[config.mk]
export PLATFORM = sky130hd
export DESIGN_NAME = winTrigDetect
export DESIGN_NICKNAME = d
export VERILOG_FILES = /design/src/rtl/winTrigPkg.sv /design/src/rtl/trigCmpPath.sv /design/src/rtl/trigCtrl.sv /design/src/rtl/winTrigDetect.sv
export SDC_FILE = /design/constraint.sdc
export NUM_CORES = 1
export LEC_CHECK = 0
export BUFFER_PORTS_ARGS = -buffer_cell sky130_fd_sc_hd__buf_2
export CAP_MARGIN = 20
export CORE_AREA = 2 2 43 61
export CTS_CLUSTER_SIZE = 20
export DETAILED_ROUTE_END_ITERATION = 7
export DIE_AREA = 0 0 45 63
export SLEW_MARGIN = 20
export SYNTH_ARGS = -nofsm -noshare
export SYNTH_HDL_FRONTEND = slang
export SYNTH_SLANG_ARGS = --single-unit
[constraint.sdc]
create_clock -name clk -period 1.9 [get_ports clk]
set_input_delay 0.19 -clock clk [delete_from_list [all_inputs] [get_ports clk]]
set_output_delay 0.19 -clock clk [all_outputs]
set_load 0.01 [all_outputs]
[src/rtl/winTrigPkg.sv]
package winTrigPkg;

  localparam logic [2:0] COND_BELOW   = 3'd0;
  localparam logic [2:0] COND_ABOVE   = 3'd1;
  localparam logic [2:0] COND_INSIDE  = 3'd2;
  localparam logic [2:0] COND_HYST_HI = 3'd3;
  localparam logic [2:0] COND_HYST_LO = 3'd4;

  // Strobes from the control to the datapath
  typedef struct packed {
    logic capture;
    logic flush;
  } ctrlStrobe_t;

  // Registered comparison results handed back to the control
  typedef struct packed {
    logic fresh;
    logic belowLow;
    logic aboveHigh;
    logic insideWin;
  } cmpFlags_t;

  typedef enum logic {
    ST_WAIT_REARM = 1'b0,
    ST_READY      = 1'b1
  } trigState_e;

endpackage

[src/rtl/trigCmpPath.sv]
module trigCmpPath
  import winTrigPkg::*;
#(
  parameter int CODE_W = 8
) (
  input  logic              clk,
  input  logic              rstN,
  input  logic [CODE_W-1:0] sampleCode,
  input  logic [CODE_W-1:0] lowCode,
  input  logic [CODE_W-1:0] highCode,
  input  ctrlStrobe_t       strobe,
  output cmpFlags_t         flags,
  output logic              cfgError
);

  logic isBelow;
  logic isAbove;

  assign isBelow  = sampleCode < lowCode;
  assign isAbove  = sampleCode > highCode;
  assign cfgError = highCode <= lowCode;

  always_ff @(posedge clk) begin
    if (!rstN || strobe.flush) begin
      flags <= '0;
    end else begin
      flags.fresh <= strobe.capture;
      if (strobe.capture) begin
        flags.belowLow  <= isBelow;
        flags.aboveHigh <= isAbove;
        flags.insideWin <= (sampleCode > lowCode) && (sampleCode < highCode);
      end
    end
  end


  flush_clears_chk: assert property (@(posedge clk) disable iff (!rstN)
    strobe.flush |=> !flags.fresh);


  fresh_needs_capture_chk: assert property (@(posedge clk) disable iff (!rstN)
    !strobe.capture |=> !flags.fresh);

endmodule

[src/rtl/trigCtrl.sv]
module trigCtrl
  import winTrigPkg::*;
(
  input  logic        clk,
  input  logic        rstN,
  input  logic        sampleValid,
  input  logic        arm,
  input  logic [2:0]  condSel,
  input  cmpFlags_t   flags,
  input  logic        cfgError,
  output ctrlStrobe_t strobe,
  output logic        trigPulse
);

  trigState_e state;
  logic       fire;
  logic       rearm;

  assign strobe.capture = sampleValid && arm;
  assign strobe.flush   = !arm;

  always_comb begin
    fire  = 1'b0;
    rearm = 1'b0;
    case (condSel)
      COND_BELOW:   begin fire = flags.belowLow;  rearm = !flags.belowLow;  end
      COND_ABOVE:   begin fire = flags.aboveHigh; rearm = !flags.aboveHigh; end
      COND_INSIDE:  begin fire = flags.insideWin; rearm = !flags.insideWin; end
      COND_HYST_HI: begin fire = flags.aboveHigh; rearm = flags.belowLow;   end
      COND_HYST_LO: begin fire = flags.belowLow;  rearm = flags.aboveHigh;  end
      default:      begin fire = 1'b0;            rearm = 1'b0;             end
    endcase
  end

  always_ff @(posedge clk) begin
    if (!rstN) begin
      state     <= ST_WAIT_REARM;
      trigPulse <= 1'b0;
    end else begin
      trigPulse <= 1'b0;
      if (!arm || cfgError) begin
        state <= ST_WAIT_REARM;
      end else if (flags.fresh) begin
        case (state)
          ST_WAIT_REARM: if (rearm) state <= ST_READY;
          ST_READY: if (fire) begin
            trigPulse <= 1'b1;
            state     <= ST_WAIT_REARM;
          end
          default: state <= ST_WAIT_REARM;
        endcase
      end
    end
  end


  single_cycle_chk: assert property (@(posedge clk) disable iff (!rstN)
    trigPulse |=> !trigPulse);


  pulse_needs_sample_chk: assert property (@(posedge clk) disable iff (!rstN)
    trigPulse |-> $past(flags.fresh));


  no_trig_on_error_chk: assert property (@(posedge clk) disable iff (!rstN)
    cfgError |=> !trigPulse);


  no_trig_disarmed_chk: assert property (@(posedge clk) disable iff (!rstN)
    !arm |=> !trigPulse);


  reserved_sel_chk: assert property (@(posedge clk) disable iff (!rstN)
    (condSel > COND_HYST_LO) |=> !trigPulse);

endmodule

[src/rtl/winTrigDetect.sv]
module winTrigDetect
  import winTrigPkg::*;
#(
  parameter int CODE_W = 8
) (
  input  logic              clk,
  input  logic              rstN,
  input  logic [CODE_W-1:0] sampleCode,
  input  logic              sampleValid,
  input  logic [CODE_W-1:0] lowCode,
  input  logic [CODE_W-1:0] highCode,
  input  logic [2:0]        condSel,
  input  logic              arm,
  output logic              trigPulse,
  output logic              cfgError
);

  ctrlStrobe_t strobe;
  cmpFlags_t   flags;

  trigCmpPath #(.CODE_W(CODE_W)) i_path (
    .clk        (clk),
    .rstN       (rstN),
    .sampleCode (sampleCode),
    .lowCode    (lowCode),
    .highCode   (highCode),
    .strobe     (strobe),
    .flags      (flags),
    .cfgError   (cfgError)
  );

  trigCtrl i_ctrl (
    .clk         (clk),
    .rstN        (rstN),
    .sampleValid (sampleValid),
    .arm         (arm),
    .condSel     (condSel),
    .flags       (flags),
    .cfgError    (cfgError),
    .strobe      (strobe),
    .trigPulse   (trigPulse)
  );

endmodule

* Yosys cells after proc, flatten, opt, wreduce, memory -nomap -nowiden
Cells that the tools add are included.
Cells by class: equal/unequal tests 4, shift-type cells 0, bitwise gates (word level) 3, $lt $le $gt $ge 5, reduce and logical (&&, ||, !) cells 14, div/mod/pow operators 0, multipliers 0, $add $sub $neg 0, multiplexer cells 6
Operator list (number):
- greater-than comparator 8 bit | 2
- < comparator 8 bit | 2
- <= comparator 8 bit | 1
- equality test 3 x 2 -> 1 bit, second input constant | 2
- OR reduction 2 bit | 3
- logical NOT 1 bit | 5
- one-hot mux 1 bit (5 select lines) | 1
- OR reduction 4 bit | 1
- equality test 3 x 1 -> 1 bit, second input constant | 1
- equality test 3 bit, second input constant | 1
- logical NOT 3 bit | 1
- two-way mux 1 bit | 3
- NOT 1 bit | 3
- one-hot mux 1 bit (3 select lines) | 1
- logical AND 1 bit | 2
- logical OR 1 bit | 2
- one-hot mux 1 bit (2 select lines) | 1
Storage, ports and cells: memories 0, logic and storage cells 38, bits in registers 6, latch bits 0, memory bits (writable) 0, ROM bits 0

* Longest topological paths before layout
Gate-level depths: netlist (run 1).
depth in word-level cells 5, mapped depth 7

* Hierarchy
Synthesis (run 1) repeated with hierarchy kept, for this count alone.
Unflattened totals: cell total of the unflattened synthesis 112, area total of the unflattened synthesis 898.4 um^2
Modules (own cells, without submodules):
- trigCmpPath | instances 1, area each 737.0 um^2, sequential area each 80.1 um^2, cells each 90
- trigCtrl | instances 1, area each 161.4 um^2, sequential area each 40.0 um^2, cells each 22

* Worst setup path after synthesis (run 1)
No wires, ideal clock.
path type input -> register, start input lowCode[1], end register i_ctrl.state, data arrival time 1.440 ns, setup time 0.146 ns, stages on the path 7, required time 1.754 ns, buffers on the path 0, path slack 0.314 ns, cells stage by stage inv_1 -> ha_1 -> nor2b_1 -> o211ai_1 -> a21oi_1 -> o32ai_1 -> nor3_1
On the way: longest elaborated chain between the ends 3
RTL lines:
- start: declaration | line winTrigDetect.sv:10 | input logic [CODE_W-1:0] lowCode,
- <= comparator 8 bit | line trigCmpPath.sv:21 | assign cfgError = highCode <= lowCode;
- named net cfgError | line winTrigDetect.sv:15 | output logic cfgError
- logical OR 1 bit | line trigCtrl.sv:41 | if (!arm || cfgError) begin
- OR reduction 2 bit (no source line)
- end signal: assignment | line trigCtrl.sv:42 | state <= ST_WAIT_REARM;
- end signal: assignment | line trigCtrl.sv:45 | ST_WAIT_REARM: if (rearm) state <= ST_READY;
- end signal: assignment | line trigCtrl.sv:48 | state <= ST_WAIT_REARM;
- end: declaration | line trigCtrl.sv:15 | trigState_e state;
The timed path passes the listed nets, and every way through them passes these cells. A chain may end at the register's enable or synchronous reset.

* Final worst setup path (run 1)
start input lowCode[1], end output cfgError
On the way: longest elaborated chain between the ends 1
RTL lines (line):
- <= comparator 8 bit | trigCmpPath.sv:21
- end: declaration | winTrigDetect.sv:15
No other way between the ends.

==> impl_metrics.json, run 1 <==
{
  "cts_setup_buffers": 0,
  "initial_utilization": 0.377,
  "grt_pass1_vias": 920,
  "crit_fanout": 3,
  "drt_iter0_markers": 4,
  "dp.final_hpwl_um": 1950,
  "cts_max_level": 1,
  "timing.critical_path.mode_cell": "buf_2",
  "maxSlewViolCount": 0,
  "fin_cells": 168,
  "critPathTopFamily": "compound AO/OA/AOI/OAI gates",
  "cts_tree": "yes",
  "status": "finished clean",
  "ant_nets": 0,
  "peakVddDrop_mv": 0.129,
  "endpoint": "cfgError",
  "areaGrowthSynthToFinish_pct": 25.1,
  "crit_start": "lowCode[1]",
  "antenna_cells": 0,
  "grt_pass1_wl_um": 3640,
  "crit_buf_inv": 3,
  "ys_seq_area_frac": 0.138,
  "wirelength_um": 2200,
  "final_core_util": 0.471,
  "dieHeight_um": 63,
  "drive_gt1_frac": 0.269,
  "syn_area_um2": 871,
  "antenna_found_initial": 0,
  "ys_seq_elements": 6,
  "nFillCells": 253,
  "core_mm2": 0.00231,
  "r2r-start": "i_path.flags[1]$_SDFFE_PP0P_",
  "slew_headroom": 0.795,
  "cp-end-kind": "output port",
  "die-area_mm2": 0.00284,
  "boundaryPins": 33,
  "gp_congestion": 0.732,
  "nNetsFinal": 202,
  "layout_common_cells": "32 x buf_2, 24 x ha_1, 20 x inv_1",
  "num_rows": 21,
  "rsz0062_at_grt": "false",
  "ctsRootBufferMaster": "clkbuf_4",
  "grt_usage": 0.172,
  "synthDistinctLibCells": 31,
  "p_leak_nw": 0.575,
  "powerDensity_mw_per_mm2": 401,
  "cts_buffers": 3,
  "drcViolationCount": 0,
  "clk_path_buf_depth": 2,
  "period_share": 0.880,
  "hold_viol": 0,
  "dp_cells": 165,
  "synthCells": 110,
  "dpl_cell_area_mm2": 0.00106,
  "ys_warn_count": 0,
  "internal-power_mw": 0.291,
  "cts.sinks": 6,
  "numPortBuffers": 32,
  "switchingPower_mw": 0.146,
  "grt_max_degree": 8,
  "power.share.combinational": 0.429,
  "required_ns": 1.71,
  "grt-ovfl-total": 0,
  "setup_tns_ns": 0,
  "worst-path-stages": 8,
  "crit_type": "in2out",
  "crit_slowest_cell": "o32ai_2",
  "clock_latency_ns": 0.24,
  "power_mw": 0.437,
  "hold_path.class": "in2reg",
  "worstSetupStartpointType": "input pin",
  "vias_per_cell": 5.46,
  "wl_per_cell_um": 13.1,
  "fp.dieW_um": 45,
  "vias": 918,
  "synth_fp_nets": 165,
  "path_cells": "buf_2 > inv_1 > ha_1 > nor2b_1 > o211ai_1 > a21oi_1 > o32ai_2 > buf_2",
  "seq_power_share": 0.304,
  "avgSynthCellArea_um2": 7.92,
  "dr.pass1.iters": 4,
  "r2r_end": "i_ctrl.state$_SDFFE_PP0P_",
  "timing.fmax_mhz": 598,
  "r2r_slack_ns": 0.64,
  "clk_pin_slew_worst_paths_ns": 0.05,
  "clock_skew_ns": 0.000989,
  "final_area_mm2": 0.00109,
  "worst_slew_pin_slew_ns": 0.307,
  "setup_viol": 0,
  "arrival_ns": 1.48,
  "layout_commonest_cell": "buf_2",
  "fin_crit_ns": 1.67,
  "cap_violations": 0,
  "power.share.switching": 0.334,
  "clock_power_share": 0.267,
  "r2r_cells": 5,
  "max_stage_delay_ns": 0.30
}
[registers in the layout, indices dropped and copies added, names as in the netlist]
signal and cells:
i_ctrl.trigPulse 1, i_path.flags 4, i_ctrl.state 1
[worst reg2reg max path: cells and delay by family, from the launching register on]
family | cells | cell delay, ns
compound gates | 3 | 0.67
flops | 1 | 0.35
buf+inv | 1 | 0.06
simple gates | 1 | 0.06
[cell usage after synthesis (all sizes together)]
cell,number,share of area
and3,1,0.0072
ha,24,0.34
o22ai,2,0.022
inv,20,0.086
nor2,4,0.017
nand3,1,0.0057
o32ai,1,0.010
dfxtp,6,0.14
a21boi,1,0.0086
a41oi,1,0.010
a21oi,12,0.069
nor3,2,0.011
a32o,1,0.011
nand2b,2,0.014
or4,1,0.0086
nor2b,3,0.030
o211a,1,0.011
o21bai,1,0.0086
a211oi,1,0.0086
nand3b,2,0.017
nand4,6,0.043
a32oi,1,0.010
o21ai,5,0.029
o211ai,3,0.032
nor4,1,0.0072
nand2,5,0.022
nor3b,2,0.017
[cell families (layout without fill, tap and decap cells)]
kind of cell / Yosys count / in the layout / synth area share
AND/OR/NAND/NOR: 30 / 30 / 0.201
AO/OA/AOI/OAI: 30 / 30 / 0.230
flip-flops: 6 / 6 / 0.138
buffers and inverters: 20 / 55 / 0.0862
adder cells (fa/ha/maj): 24 / 24 / 0.345
[worst min-delay path by stage]
stage / start / endpoint / slack (ns) / cells past startpoint
6_report: sampleValid / i_path.flags[1]$_SDFFE_PP0P_ / 0.18 / 2
5_1_grt: sampleValid / i_path.flags[1]$_SDFFE_PP0P_ / 0.19 / 2
4_1_cts: sampleValid / i_path.flags[1]$_SDFFE_PP0P_ / 0.17 / 2
3_5_place_dp: sampleValid / i_path.flags[1]$_SDFFE_PP0P_ / 0.43 / 2
3_3_place_gp: sampleValid / i_path.flags[1]$_SDFFE_PP0P_ / 0.42 / 2
2_1_floorplan: sampleValid / i_path.flags[1]$_SDFFE_PP0P_ / 0.28 / 1
[timing repair]
| action | CTS | global route |
|---|---|---|
| hold buffers | 0 | 0 |
| resized for setup | 0 | 1 |
| endpoints found under the setup margin | 0 | 1 |
[power groups by stage]
stage | sequential, mW | clock (mW) | combinational (mW)
floorplan | 0.134 | 0 | 0.112
global placement | 0.135 | 0 | 0.178
detailed placement | 0.135 | 0 | 0.185
CTS | 0.133 | 0.124 | 0.186
global route | 0.133 | 0.131 | 0.217
finish | 0.133 | 0.117 | 0.187
[stage by stage]
| stage | setup WS (ns) | hold slack, ns |
|---|---|---|
| final | 0.228 | 0.185 |
| after global routing | 0.116 | 0.190 |
| after CTS | 0.109 | 0.170 |
| after detailed placement | 0.111 | 0.428 |
| after global placement | 0.135 | 0.420 |
| after floorplan | 0.314 | 0.279 |
[final cells by class]
type	instances	area, um^2	share of cell area
Multi-Input combinational cell	84	683	0.627
Timing Repair Buffer	32	160	0.147
Sequential cell	6	120	0.110
Inverter	20	75.1	0.0689
Tap cell	23	28.8	0.0264
Clock buffer	3	22.5	0.0207
[routing by layer]
metal | vias up | part of all wire | track usage
met5 | - | 0 | 0
met4 | 0 | 0 | 0.0662
met3 | 0 | 0.033 | 0.0173
met2 | 19 | 0.63 | 0.343
met1 | 418 | 0.34 | 0.162
li1 | 481 | - | -
(Power assumes the default switching activity.)
==> run 2, diff against run 1 <==
--- a/config.mk
+++ b/config.mk
@@ -11,6 +11,7 @@
 export CTS_CLUSTER_SIZE = 20
 export DETAILED_ROUTE_END_ITERATION = 7
 export DIE_AREA = 0 0 45 63
+export GPL_ROUTABILITY_DRIVEN = 0
 export SLEW_MARGIN = 20
 export SYNTH_ARGS = -nofsm -noshare
 export SYNTH_HDL_FRONTEND = slang
==> constraint.sdc (replaced) <==
create_clock -name clk -period 1.9 [get_ports clk]
set_input_delay 0.38 -clock clk [delete_from_list [all_inputs] [get_ports clk]]
set_output_delay 0.38 -clock clk [all_outputs]
set_load 0.01 [all_outputs]
==> run 2 against run 1 <==
Compared with the run above: the run now ends with setup timing left; global-route usage is 0.34 points higher; critical path depth is 1 higher; cell count is 5.4% higher; worst setup slack worse by 0.29 ns; worst hold slack better by 0.18 ns; fmax is 15% lower; sequential power hardly changed.
==> impl_metrics.json, run 2 (same netlist as run 1, synthesis figures left out) <==
{
  "status": "finished, violations left",
  "violations": "setup timing",
  "antenna_cells": 0,
  "top_register": "i_path.flags",
  "critPathTopFamily": "compound AO/OA/AOI/OAI gates",
  "layout_common_cells": "29 x buf_2, 21 x ha_1, 19 x inv_1",
  "period_share": 1.04,
  "max_stage_delay_ns": 0.24,
  "required_ns": 1.52,
  "num_rows": 21,
  "cts_buffers": 3,
  "crit_fanout": 2,
  "hold_path_depth": 2,
  "nNetsFinal": 211,
  "final_core_util": 0.532,
  "r2r_slack_ns": 0.66,
  "ant_nets": 0,
  "crit_type": "in2out",
  "nFillCells": 232,
  "drt_iter0_markers": 6,
  "cts_tree": "yes",
  "antenna_found_initial": 0,
  "grt_usage": 0.175,
  "vias": 974,
  "clk_pin_slew_worst_paths_ns": 0.04,
  "power_mw": 0.480,
  "hold_path.class": "in2reg",
  "cts_max_level": 1,
  "grt_pass1_wl_um": 3740,
  "grt_max_degree": 8,
  "die-area_mm2": 0.00284,
  "drive_gt1_frac": 0.357,
  "dp.final_hpwl_um": 2010,
  "r2r_end": "i_ctrl.state$_SDFFE_PP0P_",
  "crit_buf_inv": 4,
  "r2r_cells": 5,
  "boundaryPins": 33,
  "cts.sinks": 6,
  "rsz0062_at_grt": "true",
  "core_mm2": 0.00231,
  "holdBufCountCts": 0,
  "cap_violations": 0,
  "dieHeight_um": 63,
  "arrival_ns": 1.59,
  "path_cells": "buf_6 > inv_4 > ha_4 > nor2b_4 > o211ai_1 > a21oi_2 > o32ai_2 > buf_4 > buf_6",
  "worst_slew_pin_slew_ns": 0.271,
  "fin_crit_ns": 1.97,
  "dp_cells": 172,
  "layout_commonest_cell": "buf_2",
  "areaGrowthSynthToFinish_pct": 41.4,
  "worstSetupStartpointType": "input pin",
  "clk_path_buf_depth": 2,
  "final_area_mm2": 0.00123,
  "wirelength_um": 2310,
  "peakVddDrop_mv": 0.132,
  "r2r-start": "i_path.flags[1]$_SDFFE_PP0P_",
  "grt-ovfl-total": 0,
  "powerDensity_mw_per_mm2": 390,
  "hold_start": "sampleValid",
  "dr.pass1.iters": 4,
  "initial_utilization": 0.377,
  "post-place-ws_ns": -0.221,
  "timing.critical_path.mode_cell": "buf_6",
  "crit_slowest_cell": "o32ai_2",
  "layout_setup_ws_ns": -0.0673,
  "holdPathEnd": "i_path.flags[1]$_SDFFE_PP0P_",
  "fin_cells": 177,
  "fp.dieW_um": 45,
  "wl_per_cell_um": 13.0,
  "dpl_cell_area_mm2": 0.00111,
  "drcViolationCount": 0,
  "maxSlewViolCount": 0,
  "reg_top3": "i_path.flags x4, i_ctrl.state x1, i_ctrl.trigPulse x1",
  "clock_latency_ns": 0.24,
  "setup_viol": 1,
  "grt_pass1_vias": 937,
  "timing.fmax_mhz": 508,
  "setup_tns_ns": -0.0673,
  "clock_skew_ns": 0.000463,
  "numPortBuffers": 32,
  "hold_viol": 0,
  "ctsRootBufferMaster": "clkbuf_4",
  "holdWs_ns": 0.368,
  "largest_reg_flops": 4,
  "slew_headroom": 0.817,
  "vias_per_cell": 5.50,
  "p_leak_nw": 0.630,
  "cp-end-kind": "output port"
}
run 2: cell types whose count changed in the layout (fill, tap and decap cells not counted):
cell / previous run / this run
nor2b_4: 1 / 2
ha_4: 0 / 3
buf_4: 0 / 9
a21boi_0: 1 / 0
inv_4: 0 / 1
a21oi_2: 0 / 2
buf_6: 0 / 3
a21boi_1: 0 / 1
buf_2: 32 / 29
inv_1: 20 / 19
ha_1: 24 / 21
a21oi_1: 12 / 10
nor2b_1: 2 / 1
run 2: layout make-up:
class	instances	area [um^2]	share of cell area
repair buffers	41	246	0.200
flip-flops and latches	6	120	0.0976
clock buffers	3	22.5	0.0183
inverters	20	77.6	0.0630
well taps	23	28.8	0.0234
multi-input cells	84	736	0.598
run 2: worst max-delay path by stage:
stage	end	slack, ns	cells after the start	from
after floorplan	cfgError	0.003	6	lowCode[1]
after global placement	cfgError	-0.19	9	lowCode[1]
after CTS	cfgError	-0.12	9	lowCode[1]
after detailed placement	cfgError	-0.22	9	lowCode[1]
final	cfgError	-0.07	9	lowCode[1]
after global routing	cfgError	-0.17	9	lowCode[1]
run 2: report_power, final:
part           leakage, nW  total, mW  internal (mW)  switching, mW
combinational        0.568      0.229          0.120          0.109
sequential          0.0488      0.133          0.130        0.00302
clock               0.0138      0.118         0.0715         0.0467
run 2: per-layer routing:
| layer | up-vias | wire length [um] | part of all wire | track usage |
|---|---|---|---|---|
| met5 | - | 0 | 0 | 0 |
| met4 | 0 | 25 | 0.011 | 0.0772 |
| met3 | 4 | 72 | 0.031 | 0.0260 |
| met2 | 23 | 1440 | 0.62 | 0.348 |
| met1 | 451 | 769 | 0.33 | 0.157 |
| li1 | 496 | - | - | - |
run 2: timing repair:
action	in CTS	in global routing
endpoints found under the setup margin	1	1
resized for setup	8	6
pin swaps	4	3
buffers inserted	1	1
==> run 3, diff against run 2 <==
--- a/config.mk
+++ b/config.mk
@@ -12,6 +12,8 @@
 export DETAILED_ROUTE_END_ITERATION = 7
 export DIE_AREA = 0 0 45 63
 export GPL_ROUTABILITY_DRIVEN = 0
+export SETUP_SLACK_MARGIN = 0.02
+export SKIP_LAST_GASP = 1
 export SLEW_MARGIN = 20
 export SYNTH_ARGS = -nofsm -noshare
 export SYNTH_HDL_FRONTEND = slang
==> run 3 against run 2 <==
Compared with the run above: worst setup slack gained 0.055 ns; die area is the same; the run still ends with setup timing left; clock power is essentially flat; largest cell class unchanged; sequential power is essentially flat; clock-buffer cell count is the same; worst hold slack gained 0.010 ns; fmax grew 2.9%; cell count shrank 0.56%; non-clock buffer count shrank 1; combinational power shrank 3%; final area shrank 1.1%; highest routed layer unchanged.
==> impl_metrics.json, run 3 (same netlist as run 1, synthesis figures left out) <==
{
  "crit_slowest_cell": "o32ai_2",
  "num_rows": 21,
  "nFillCells": 245,
  "grt_max_degree": 8,
  "cap_violations": 0,
  "grt_pass1_vias": 979,
  "grt_pass1_wl_um": 4050,
  "core_mm2": 0.00231,
  "antenna_found_initial": 0,
  "cts_buffers": 3,
  "crit_fanout": 2,
  "drt_iter0_markers": 14,
  "crit_type": "in2out",
  "power_mw": 0.475,
  "cts_tree": "yes",
  "powerDensity_mw_per_mm2": 390,
  "areaGrowthSynthToFinish_pct": 39.8,
  "r2r_cells": 5,
  "hold_start": "rstN",
  "ant_nets": 0,
  "largest_reg_flops": 4,
  "dr_wl_met3_um": 94,
  "worstSetupStartpointType": "input pin",
  "cts_max_level": 1,
  "cp-end-kind": "output port",
  "peakVddDrop_mv": 0.161,
  "layout_setup_ws_ns": -0.0119,
  "top_layer": "met4",
  "max_stage_delay_ns": 0.27,
  "vias_per_cell": 5.45,
  "dr.pass1.iters": 4,
  "hold_path_depth": 2,
  "ctsRootBufferMaster": "clkbuf_4",
  "p_leak_nw": 0.623,
  "seq_power_share": 0.280,
  "timing.fmax_mhz": 523,
  "holdWs_ns": 0.378,
  "power.share.switching": 0.335,
  "r2r_slack_ns": 0.62,
  "power.share.combinational": 0.465,
  "post-place-ws_ns": -0.146,
  "hold_path.class": "in2reg",
  "final_core_util": 0.527,
  "arrival_ns": 1.53,
  "wirelength_um": 2240,
  "critPathTopFamily": "compound AO/OA/AOI/OAI gates",
  "initial_utilization": 0.377,
  "die-area_mm2": 0.00284,
  "dp.final_hpwl_um": 1900,
  "grt-ovfl-total": 0,
  "route.met2.wl_um": 1290,
  "period_share": 1.01,
  "dieHeight_um": 63,
  "switchingPower_mw": 0.159,
  "clk_path_buf_depth": 2,
  "required_ns": 1.52,
  "violations": "setup timing",
  "vias": 960,
  "setup_viol": 1,
  "clock_latency_ns": 0.25,
  "grt_usage": 0.186,
  "worst_slew_pin_slew_ns": 0.257,
  "drive_gt1_frac": 0.353,
  "wl_met1_um": 833,
  "antenna_cells": 0,
  "crit_buf_inv": 3,
  "r2r-start": "i_path.flags[1]$_SDFFE_PP0P_",
  "status": "finished, violations left",
  "numPortBuffers": 32,
  "top_register": "i_path.flags",
  "maxSlewViolCount": 0,
  "reg_top3": "i_path.flags x4, i_ctrl.state x1, i_ctrl.trigPulse x1",
  "fp.dieW_um": 45,
  "layout_commonest_cell": "buf_2",
  "drcViolationCount": 0,
  "cts.sinks": 6,
  "boundaryPins": 33,
  "rsz0062_at_grt": "true",
  "clock_power_share": 0.255,
  "slew_headroom": 0.827,
  "holdBufCountCts": 0,
  "layout_common_cells": "30 x buf_2, 21 x ha_1, 19 x inv_1",
  "internal-power_mw": 0.316,
  "nNetsFinal": 210,
  "path_cells": "buf_6 > inv_4 > ha_4 > nor2b_4 > o211ai_1 > a21oi_1 > o32ai_2 > buf_2",
  "wl_per_cell_um": 12.7,
  "clock_skew_ns": 0.00436,
  "holdPathEnd": "i_path.flags[3]$_SDFF_PP0_",
  "hold_viol": 0,
  "fin_crit_ns": 1.91,
  "r2r_end": "i_ctrl.state$_SDFFE_PP0P_",
  "clk_pin_slew_worst_paths_ns": 0.05
}
-- run 3: worst max path at each step --
stage | from | to | slack [ns] | cells past startpoint
final | lowCode[1] | cfgError | -0.01 | 8
after floorplan | lowCode[1] | cfgError | 0.14 | 6
after global routing | lowCode[1] | cfgError | -0.10 | 8
after CTS | lowCode[1] | cfgError | -0.10 | 8
after global placement | lowCode[1] | cfgError | -0.12 | 8
after detailed placement | lowCode[1] | cfgError | -0.15 | 8
-- run 3: final cells by class --
type / count / area, um^2 / share of cell area
Multi-Input combinational cell: 84 / 736 / 0.604
Timing Repair Buffer: 40 / 233 / 0.191
Sequential cell: 6 / 120 / 0.0987
Inverter: 20 / 77.6 / 0.0637
Tap cell: 23 / 28.8 / 0.0236
Clock buffer: 3 / 22.5 / 0.0185
-- run 3: worst register-to-register path, stage by stage (launching register included) --
cell and delay [ns]:
dfxtp_1 0.36, inv_1 0.08, o211a_1 0.22, a32o_1 0.25, a32oi_1 0.20, nor3_1 0.06
-- run 3: what timing repair did --
| action | in CTS | in global routing |
|---|---|---|
| setup endpoints to repair | 1 | 1 |
| buffers inserted | 1 | 1 |
| resized for setup | 6 | 7 |
| pin swaps | 4 | 3 |
-- run 3: stage by stage --
step                TNS, ns  cells  instance area, um^2
global placement     -0.118    171                 1110
global route         -0.102    176                 1220
floorplan                 0    110                  878
CTS                  -0.102    175                 1170
finish              -0.0119    176                 1220
detailed placement   -0.146    171                 1110
-- run 3: layer usage --
layer  global-route usage  vias up
met5                    0        -
met4               0.0662        0
met3               0.0145        2
met2                0.359       26
met1                0.192      439
li1                     -      493
-- run 3: power groups by stage --
| stage | Sequential, mW | Combinational (mW) | Clock (mW) |
|---|---|---|---|
| finish | 0.133 | 0.221 | 0.121 |
| global route | 0.133 | 0.254 | 0.128 |
| CTS | 0.133 | 0.207 | 0.124 |
| detailed placement | 0.135 | 0.196 | 0 |
| global placement | 0.135 | 0.188 | 0 |
| floorplan | 0.134 | 0.115 | 0 |
